## config.mk

```make
export PLATFORM = sky130hd
export DESIGN_NAME = elapsed_time_keeper
export DESIGN_NICKNAME = d
export VERILOG_FILES = /design/src/rtl/tk_pkg.sv /design/src/rtl/tk_edge_sync.sv /design/src/rtl/tk_wrap_counter.sv /design/src/rtl/elapsed_time_keeper.sv
export SDC_FILE = /design/constraint.sdc
export NUM_CORES = 1
export LEC_CHECK = 0
export BUFFER_PORTS_ARGS = -buffer_cell sky130_fd_sc_hd__clkbuf_2
export CORE_UTILIZATION = 52
export DETAILED_ROUTE_END_ITERATION = 8
export GPL_TIMING_DRIVEN = 0
export PLACE_DENSITY = 0.77
export SLEW_MARGIN = 20
export SYNTH_ARGS = -nofsm -noshare
export SYNTH_HDL_FRONTEND = slang
export SYNTH_SLANG_ARGS = --single-unit
```

## constraint.sdc

```tcl
create_clock -name clk -period 2.2 [get_ports clk]
set_input_delay 0.44 -clock clk [delete_from_list [all_inputs] [get_ports clk]]
set_output_delay 0.44 -clock clk [all_outputs]
set_load 0.01 [all_outputs]
```

## src/rtl/tk_pkg.sv

```systemverilog
package tk_pkg;
  localparam int unsigned SEC_PER_DAY_DEF = 86400;
  localparam int unsigned DAY_COUNT_DEF   = 8192;
  localparam int unsigned SYNC_DEPTH_DEF  = 2;
endpackage

```

## src/rtl/tk_edge_sync.sv

```systemverilog
module tk_edge_sync #(
  parameter int unsigned DEPTH = tk_pkg::SYNC_DEPTH_DEF
) (
  input  logic clk,
  input  logic rst,
  input  logic async_i,
  output logic rise_o
);
  logic [DEPTH-1:0] chain_q;
  logic             last_q;

  always_ff @(posedge clk) begin
    if (rst) begin
      chain_q <= '0;
      last_q  <= 1'b0;
    end else begin
      chain_q <= {chain_q[DEPTH-2:0], async_i};
      last_q  <= chain_q[DEPTH-1];
    end
  end

  assign rise_o = chain_q[DEPTH-1] & ~last_q;

  // a tick never lasts two cycles
  p_tick_single_r2: assert property (@(posedge clk) disable iff (rst)
    rise_o |=> !rise_o);
endmodule

```

## src/rtl/tk_wrap_counter.sv

```systemverilog
module tk_wrap_counter #(
  parameter int unsigned LIMIT = 10,
  localparam int unsigned W = $clog2(LIMIT)
) (
  input  logic         clk,
  input  logic         rst,
  input  logic         step_i,
  output logic [W-1:0] count_o,
  output logic         wrap_o
);
  localparam logic [W-1:0] LAST = W'(LIMIT - 1);

  logic [W-1:0] cnt_q;

  assign wrap_o = step_i && (cnt_q == LAST);

  always_ff @(posedge clk) begin
    if (rst)
      cnt_q <= '0;
    else if (wrap_o)
      cnt_q <= '0;
    else if (step_i)
      cnt_q <= cnt_q + 1'b1;
  end

  assign count_o = cnt_q;

  // count stays within range
  p_in_range_r3: assert property (@(posedge clk) disable iff (rst)
    cnt_q <= LAST);
  // a change is either one step up or a return to zero after a wrap
  p_step_or_wrap_r3: assert property (@(posedge clk) disable iff (rst)
    !$stable(cnt_q) |-> ((cnt_q == $past(cnt_q) + 1'b1) ||
                         (cnt_q == '0 && $past(wrap_o))));
endmodule

```

## src/rtl/elapsed_time_keeper.sv

```systemverilog
module elapsed_time_keeper #(
  parameter int unsigned SEC_PER_DAY = tk_pkg::SEC_PER_DAY_DEF,
  parameter int unsigned DAY_COUNT   = tk_pkg::DAY_COUNT_DEF,
  localparam int unsigned SEC_W = $clog2(SEC_PER_DAY),
  localparam int unsigned DAY_W = $clog2(DAY_COUNT)
) (
  input  logic             clk,
  input  logic             rst,
  input  logic             ref_1hz_i,
  output logic [SEC_W-1:0] sec_of_day_o,
  output logic [DAY_W-1:0] day_num_o,
  output logic             day_carry_o,
  output logic             date_valid_o
);
  logic tick;
  logic midnight;
  logic day_roll;
  logic carry_q;
  logic valid_q;

  tk_edge_sync #(.DEPTH(tk_pkg::SYNC_DEPTH_DEF)) u_sync (
    .clk     (clk),
    .rst     (rst),
    .async_i (ref_1hz_i),
    .rise_o  (tick)
  );

  tk_wrap_counter #(.LIMIT(SEC_PER_DAY)) u_sec (
    .clk     (clk),
    .rst     (rst),
    .step_i  (tick),
    .count_o (sec_of_day_o),
    .wrap_o  (midnight)
  );

  tk_wrap_counter #(.LIMIT(DAY_COUNT)) u_day (
    .clk     (clk),
    .rst     (rst),
    .step_i  (midnight),
    .count_o (day_num_o),
    .wrap_o  (day_roll)
  );

  always_ff @(posedge clk) begin
    if (rst) begin
      carry_q <= 1'b0;
      valid_q <= 1'b1;
    end else begin
      carry_q <= midnight;
      if (day_roll)
        valid_q <= 1'b0;
    end
  end

  assign day_carry_o  = carry_q;
  assign date_valid_o = valid_q;

  // carry is one cycle wide
  p_carry_single_r4: assert property (@(posedge clk) disable iff (rst)
    day_carry_o |=> !day_carry_o);
  // carry coincides with seconds at midnight
  p_carry_at_zero_r4: assert property (@(posedge clk) disable iff (rst)
    day_carry_o |-> (sec_of_day_o == '0));
  // day moves only with the carry
  p_day_with_carry_r5: assert property (@(posedge clk) disable iff (rst)
    !$stable(day_num_o) |-> day_carry_o);
  // validity falls only on a day wrap
  p_valid_fall_r7: assert property (@(posedge clk) disable iff (rst)
    $fell(date_valid_o) |-> (day_carry_o && day_num_o == '0));
  // validity is sticky
  p_valid_sticky_r7: assert property (@(posedge clk) disable iff (rst)
    !date_valid_o |=> !date_valid_o);
endmodule

```

==> results.md, run 1 <==
- Post-layout min period: roughly 2000 ps
- Final #Nets: 218
- RSZ-0062 raised after global routing: no
- Max Slew Vio Count: 0
- Setup WS post-layout: 174 ps
- Mapped Cells: 173
- Setup TNS: 0 ps
- I/O pin cnt: 35
- Placed cell count: between 200 and 250
- Yosys top cell area share: about 46%
- Vias: roughly 1,400
- Die Y-Extent: ~56 µm
- Max cap viols: 0
- Worst slew margin: roughly two thirds
- 1st-pass router iterations: 4
- GRT Overall Usage: a little over a fifth
- CTS Buf Count: 5
- Post-CTS Hold Fix Bufs: 0
- Filler cells: about 240
- Horiz. Die Dim: 56.3 µm
- Synthesis Warnings: 0
- Post-synth net total: roughly 180
- Die area: 0.00317 mm²
- Max VDD drop: approximately 0.51 mV
- Yosys reg bits: 35
- Site Rows: 19
- Skew-Pair Late Insertion Delay: about 340 ps
- Root Driver: clkbuf_4
- Port bufs: 34
- Worst clock skew: 10.6 ps
- Core area: around 0.0028 mm²
- Run status: complete, no violations
- WL per Instance: between 10 and 15 µm
- HPWL after detailed placement: ~2.3 mm
- Initial antenna violation count: 0
- First-pass GRT wire length: 5.35 mm
- GP Congestion: ~0.88
- Pwr/cell area: ~550 mW/mm²
- Largest net degree at the start of global routing: 11
- Worst min path class: primary input to flop
- Post-synth ARST share: 0%
- EDFF count, synth: 0
- Slew @ Worst Pin: approximately 500 ps
- Initial Util: a little under three fifths
- CTS Sinks: 35
- Area delta synth->final: 17.0%
- Worst path arrival time: 2290 ps
- Crit Path Max Fanout: 6
- Total power: roughly 990 µW
- Fmax: a little under 500 MHz
- Cell with the most instances after synthesis: dfxtp_1
- Total Wirelength: 3.18 mm
- Reg clk slew, reported paths: around 100 ps
- Worst Path Required: around 2500 ps
- Vias/cell: ~5.7
- Yosys cell types: 28
- CP endpoint kind: flop
- Count of final hold-check violations: 0
- DRC Markers: 0
- Total leakage power: around 0.0007 µW
- Ratio of cells with drive above 1 in the final layout: around a fifth
- Vias in the first global route: 1,233
- Final setup viols: 0
- H-tree lvl count: 2
- Crit Path Class: flop to flop
- Bufs on Longest Clock Path: 2
- Top post-synthesis cells by area: dfxtp_1, nor2_1, xnor2_1
- Startpoint type of the worst setup path: flop
- Worst slack at placement: around 100 ps
- Cell taking the most area after synthesis: dfxtp_1
- Total gr overflow: 0
- Most instantiated cells after synthesis: dfxtp_1, nor2_1, xnor2_1, xor2_1
- Syn Area/Cell: approximately 8.9 µm²
- Antenna diodes: 0
- Post-DRT Antenna Nets: 0
- Tcrit/Tclk final: roughly 92%
- Dominant synthesized flop cell: dfxtp_1
- Cell Count, Final, Fillers Out: 245
- Drt first-iter violations: 35
- Synthesized area: approximately 0.0015 mm²
- Register area share after synthesis: 45.6%
- TritonCTS clock tree: built
==> final timing paths <==
kind | endpoint | from | depth (start not counted) | slack (ps)
worst max-delay path | u_day.count_o[3]$_SDFFE_PP0P_ | u_sec.count_o[9]$_SDFFE_PP0P_ | 6 | 170
worst min-delay path | u_sync.chain_q[0]$_SDFF_PP0_ | ref_1hz_i | 2 | 320
worst max register to register | u_day.count_o[3]$_SDFFE_PP0P_ | u_sec.count_o[9]$_SDFFE_PP0P_ | 6 | 170
worst min register to register | u_sync.chain_q[1]$_SDFF_PP0_ | u_sync.chain_q[0]$_SDFF_PP0_ | 1 | 450
==> cell type report <==
class / instances / area [µm²] / share of cell area, %
Timing Repair Buffer: 34 / 170 / 9.47
Inverter: 2 / 7.51 / 0.418
Tap cell: 31 / 38.8 / 2.16
Clock inverter: 1 / 5.00 / 0.279
Clock buffer: 7 / 45.0 / 2.51
Buffer: 6 / 22.5 / 1.25
Multi-Input combinational cell: 129 / 807 / 44.9
Sequential cell: 35 / 701 / 39.0
==> metal layers <==
| layer | track usage [%] | share of wire, % | up-vias |
|---|---|---|---|
| li1 | - | - | 678 |
| met3 | 5.07 | 5.3 | 6 |
| met5 | 0 | 0 | - |
| met1 | 25.3 | 43 | 665 |
| met4 | 12.9 | 1.6 | 0 |
| met2 | 36.6 | 50 | 44 |
==> kinds of logic (layout without fill, tap and decap cells) <==
group	after synthesis	in the layout	synth area share [%]
DFF	35	35	45.6
adders and majority gates	2	2	1.63
muxes	1	1	0.652
AOI/OAI and AO/OA	7	7	2.69
buffers and inverters	9	50	2.20
and+or+nand+nor	93	93	32.4
xor gates and xnor gates	26	26	14.8
==> critical path, stage by stage (launching register included) <==
cell	delay [ps]
dfxtp_1	370
nor4b_2	290
nand4_1	240
or2_1	270
clkbuf_1	150
or4b_1	510
a21oi_1	150
==> flip-flops by register name, summed over array words and instances, names as in the netlist <==
signal          cells
day_carry_o         1
u_sync.last_q       1
u_day.count_o      13
u_sync.chain_q      2
u_sec.count_o      17
date_valid_o        1
==> per-stage QoR <==
step	cell area [µm²]	hold slack, ps	utilization, %
6_report	1800	319	64.6
5_1_grt	1800	315	64.6
3_3_place_gp	1740	417	62.7
3_5_place_dp	1740	427	62.7
2_1_floorplan	1540	414	-
4_1_cts	1790	312	64.5
==> cell usage in the layout, fill, tap and decap left out, drive strengths merged <==
cell type / count
a21o: 2
a21oi: 3
a31oi: 1
and3: 7
and3b: 1
and4: 3
and4bb: 1
clkbuf: 47
clkinv: 1
dfxtp: 35
ha: 2
inv: 2
mux2i: 1
nand2: 9
nand2b: 1
nand3: 11
nand3b: 1
nand4: 7
nor2: 31
nor2b: 5
nor3: 1
nor4: 11
nor4b: 1
o21ai: 1
or2: 2
or4b: 1
xnor2: 13
xor2: 13
==> power breakdown <==
group	total [µW]	switching (µW)	leakage (µW)	internal, µW
sequential	639	2.57	0.000282	637
clock	326	201	0.0000293	124
combinational	21.0	13.8	0.000406	7.22
total	986	218	0.000717	768
==> timing repair <==
item	4_1_cts	5_1_grt
hold endpoints to repair	0	0
setup buffers	0	0
endpoints found under the setup margin	0	17
resized for setup	0	1
Note: power is estimated with default switching activity, not from simulation.
==> run 2, diff against run 1 <==
--- a/config.mk
+++ b/config.mk
@@ -6,11 +6,13 @@
 export NUM_CORES = 1
 export LEC_CHECK = 0
 export BUFFER_PORTS_ARGS = -buffer_cell sky130_fd_sc_hd__clkbuf_2
-export CORE_UTILIZATION = 52
+export CORE_MARGIN = 4
+export CORE_UTILIZATION = 47
 export DETAILED_ROUTE_END_ITERATION = 8
 export GPL_TIMING_DRIVEN = 0
-export PLACE_DENSITY = 0.77
+export PLACE_DENSITY = 0.74
 export SLEW_MARGIN = 20
 export SYNTH_ARGS = -nofsm -noshare
 export SYNTH_HDL_FRONTEND = slang
+export SYNTH_HIERARCHICAL = 1
 export SYNTH_SLANG_ARGS = --single-unit
==> constraint.sdc (replaced) <==
create_clock -name clk -period 1.6 [get_ports clk]
set_input_delay 0.32 -clock clk [delete_from_list [all_inputs] [get_ports clk]]
set_output_delay 0.32 -clock clk [all_outputs]
set_load 0.01 [all_outputs]
==> results.md, run 2 <==
- TritonCTS clock tree: built
- Met2 Wirelength: 2.01 mm (+27%)
- Synthesized area: 0.00155 mm² (+0.90%)
- Most common cell after layout, fill and taps aside: clkbuf_2
- Slowest CP cell: dfxtp_2
- Most instantiated cells after synthesis: dfxtp_1, nor2_1, xnor2_1
- Crit Path Class: flop to flop
- Worst slack at placement: -617 ps (-720 ps)
- Total power: 1460 µW (+48%)
- Synthesis Warnings: 6 (+6)
- Max VDD drop: 0.492 mV (-3.8%)
- Final setup viols: 30 (+30)
- Fin util: 70.8% (+6.2 points)
- Drt first-iter violations: 100 (+190%)
- Setup TNS: -7120 ps (-7120 ps)
- Combinational family with the most area after synthesis: simple AND/OR/NAND/NOR gates
- Register area share after synthesis: 45.2% (-0.41 points)
- Setup WS post-layout: -444 ps (-617 ps)
- First-pass GRT wire length: 6.20 mm (+16%)
- GP Congestion: 0.826 (-5.9%)
- Antenna diodes: 0 (unchanged)
- Vias in the first global route: 1,388 (+13%)
- Synth Area in Compound Gates: 3.47% (+0.78 points)
- Vias: 1,442 (+3.5%)
- Core area: 0.00310 mm² (+12%)
- CP delay by family, top: simple AND/OR/NAND/NOR gates
- HPWL after detailed placement: 2.47 mm (+5.8%)
- Tcrit/Tclk final: 128% (+36 points)
- Die Y-Extent: 65.4 µm (+16%)
- Dominant synthesized flop cell: dfxtp_1
- WL per Instance: 14.0 µm (+8.1%)
- CTS Buf Count: 5 (unchanged)
- Run status: complete, but fails checks
- Die area: 0.00428 mm² (+35%)
- Startpoint type of the worst setup path: flop
- Bufs on Longest Clock Path: 2 (unchanged)
- Post-synth net total: 171 (-3.9%)
- Crit Path Max Fanout: 5 (-1)
- Vias/cell: 5.22 (-8.1%)
- Post-CTS Hold Fix Bufs: 0 (unchanged)
- Max cap viols: 0 (unchanged)
- Cell taking the most area after synthesis: dfxtp_1
- Top post-synthesis cells by area: dfxtp_1, xnor2_1, nor2_1
- Final #Nets: 236 (+8.3%)
- 1st-pass router iterations: 4 (unchanged)
- Yosys top cell area share: 45.2% (-0.41 points)
- Slew @ Worst Pin: 352 ps (-160 ps)
- Post-layout min period: 2040 ps (+17.4 ps)
- Area delta synth->final: 41.8%
- CP bufs+invs: 3 (+2)
- Skew-Pair Late Insertion Delay: 330 ps (about the same)
- CP max stage delay: 370 ps (-140 ps)
- Horiz. Die Dim: 65.4 µm (+16%)
- Syn Area/Cell: 9.33 µm² (+5.2%)
- Filler cells: 237 (-2.9%)
- Worst Path Required: 1820 ps (-650 ps)
- Initial Util: 49.9% (-5.3 points)
- Post-Synth XOR/XNOR Area: 15.3% (+0.43 points)
- Worst clock skew: 12.6 ps (+1.98 ps)
- Root Driver: clkbuf_4
- Area of the multi-input gates: 910 µm² (+13%)
- Site Rows: 20 (+1)
- Post-synthesis mux area share: 1.29% (+0.64 points)
- RSZ-0062 raised after global routing: yes
- Max Slew Vio Count: 0 (unchanged)
- H-tree lvl count: 2 (unchanged)
- Worst min path class: primary input to flop
- Adder-cell share of the synthesized area: 1.62% (-0.014 points)
- Worst slew margin: 76.3% (+10 points)
- Cell with the most instances after synthesis: dfxtp_1
- Total leakage power: 0.000893 µW (+24%)
- Simple-Gate Fraction of Synth Area: 29.9% (-2.5 points)
- Port bufs: 34 (unchanged)
- Post-DRT Antenna Nets: 0 (unchanged)
- Count of final hold-check violations: 0 (unchanged)
- Top sig layer: met4
- Mapped Cells: 166 (-4.0%)
- Yosys cell types: 33 (+18%)
- Fmax: 489 MHz (-0.85%)
- Worst path arrival time: 2260 ps (-30 ps)
- Pwr/cell area: 666 mW/mm² (+21%)
- Met3 wire length: 183 µm (+8.9%)
- Total Wirelength: 3.87 mm (+22%)
- Failing checks: setup timing
- Most frequent cells in the layout: clkbuf_2, nor2_1, dfxtp_1
- Total gr overflow: 0 (unchanged)
- Initial antenna violation count: 0 (unchanged)
- Max reg flops: 17 (unchanged)
- DRC Markers: 0 (unchanged)
- Met1 Wirelength: 1.60 mm (+17%)
- I/O pin cnt: 35 (unchanged)
- CP most frequent cell: buf_6
- Ratio of cells with drive above 1 in the final layout: 43.1% (+23 points)
- Post-synth ARST share: 0% (unchanged)
- Yosys reg bits: 35 (unchanged)
- Largest net degree at the start of global routing: 11 (unchanged)
- Crit path cell chain: nand4_1 -> buf_8 -> nor4_4 -> buf_6 -> and4_4 -> and3_4 -> a31o_4 -> buf_6 -> nor2_2
- CP endpoint kind: flop
- GRT Overall Usage: 18.9% (-2.9 points)
- CTS Sinks: 35 (unchanged)
- Reg clk slew, reported paths: 100 ps (about the same)
- EDFF count, synth: 0 (unchanged)
- Reg area: 734 µm² (+4.8%)
==> run 2: cell types whose count changed after synthesis, sizes merged, moves of 3 or more <==
cell,previous run,this run
and3,7,4
buf,0,3
clkbuf,7,1
inv,2,5
nand3,11,8
nand4,7,11
nor3,1,5
nor4,11,6
xnor2,13,16
==> run 2: cell type report <==
type | instances | area share, %
Multi-Input combinational cell | 122 | 41.4
Sequential cell | 35 | 33.4
Timing Repair Buffer | 58 | 16.5
Clock buffer | 8 | 3.13
Tap cell | 44 | 2.51
Buffer | 4 | 2.22
Inverter | 5 | 0.854
==> run 2: kinds of logic (layout without fill, tap and decap cells) <==
logic type	Yosys count	after routing
simple gates	86	86
buf+inv	9	75
compound gates	5	5
fa+ha+maj	2	2
flops	35	35
mux	2	2
xor+xnor	27	27
==> run 2: worst reg2reg max path, delay by kind of cell (launching register included) <==
family	cells	cell delay, ps
compound gates	1	170
buf+inv	3	460
flops	1	370
simple gates	5	930
==> run 2: where the power goes <==
part	internal [µW]	switching, µW	total (µW)
combinational	29.1	28.0	57.1
clock	259	281	540
sequential	863	3.08	866
total	1150	312	1460
==> run 2: through the flow <==
step / std cells / area [µm²] / hold WS [ps]
global route: 276 / 2200 / 193
detailed placement: 244 / 1830 / 432
floorplan: 166 / 1600 / 392
global placement: 244 / 1830 / 417
CTS: 267 / 2090 / 198
finish: 276 / 2200 / 206
==> run 2: final timing paths <==
path | startpoint | endpoint | slack, ps | cells after the start
min | ref_1hz_i | u_sync/chain_q[0]$_SDFF_PP0_ | 210 | 2
min reg2reg | u_sync/chain_q[0]$_SDFF_PP0_ | u_sync/chain_q[1]$_SDFF_PP0_ | 450 | 1
max | u_sec/count_o[5]$_SDFFE_PP0P_ | u_day/count_o[9]$_SDFFE_PP0P_ | -440 | 9
max reg2reg | u_sec/count_o[5]$_SDFFE_PP0P_ | u_day/count_o[9]$_SDFFE_PP0P_ | -440 | 9
==> run 2: timing repair <==
| action | in CTS | in global routing |
|---|---|---|
| cloned | 1 | 0 |
| setup endpoints to repair | 26 | 30 |
| hold endpoints to repair | 0 | 0 |
| gates resized for setup | 19 | 10 |
| pin swaps | 19 | 5 |
| setup buffers | 14 | 9 |
==> run 2: routing by layer <==
metal  up-vias  global-route usage [%]
met3         9                    6.50
met2        43                    33.5
met1       692                    20.5
met4         0                    7.25
met5         -                       0
li1        698                       -
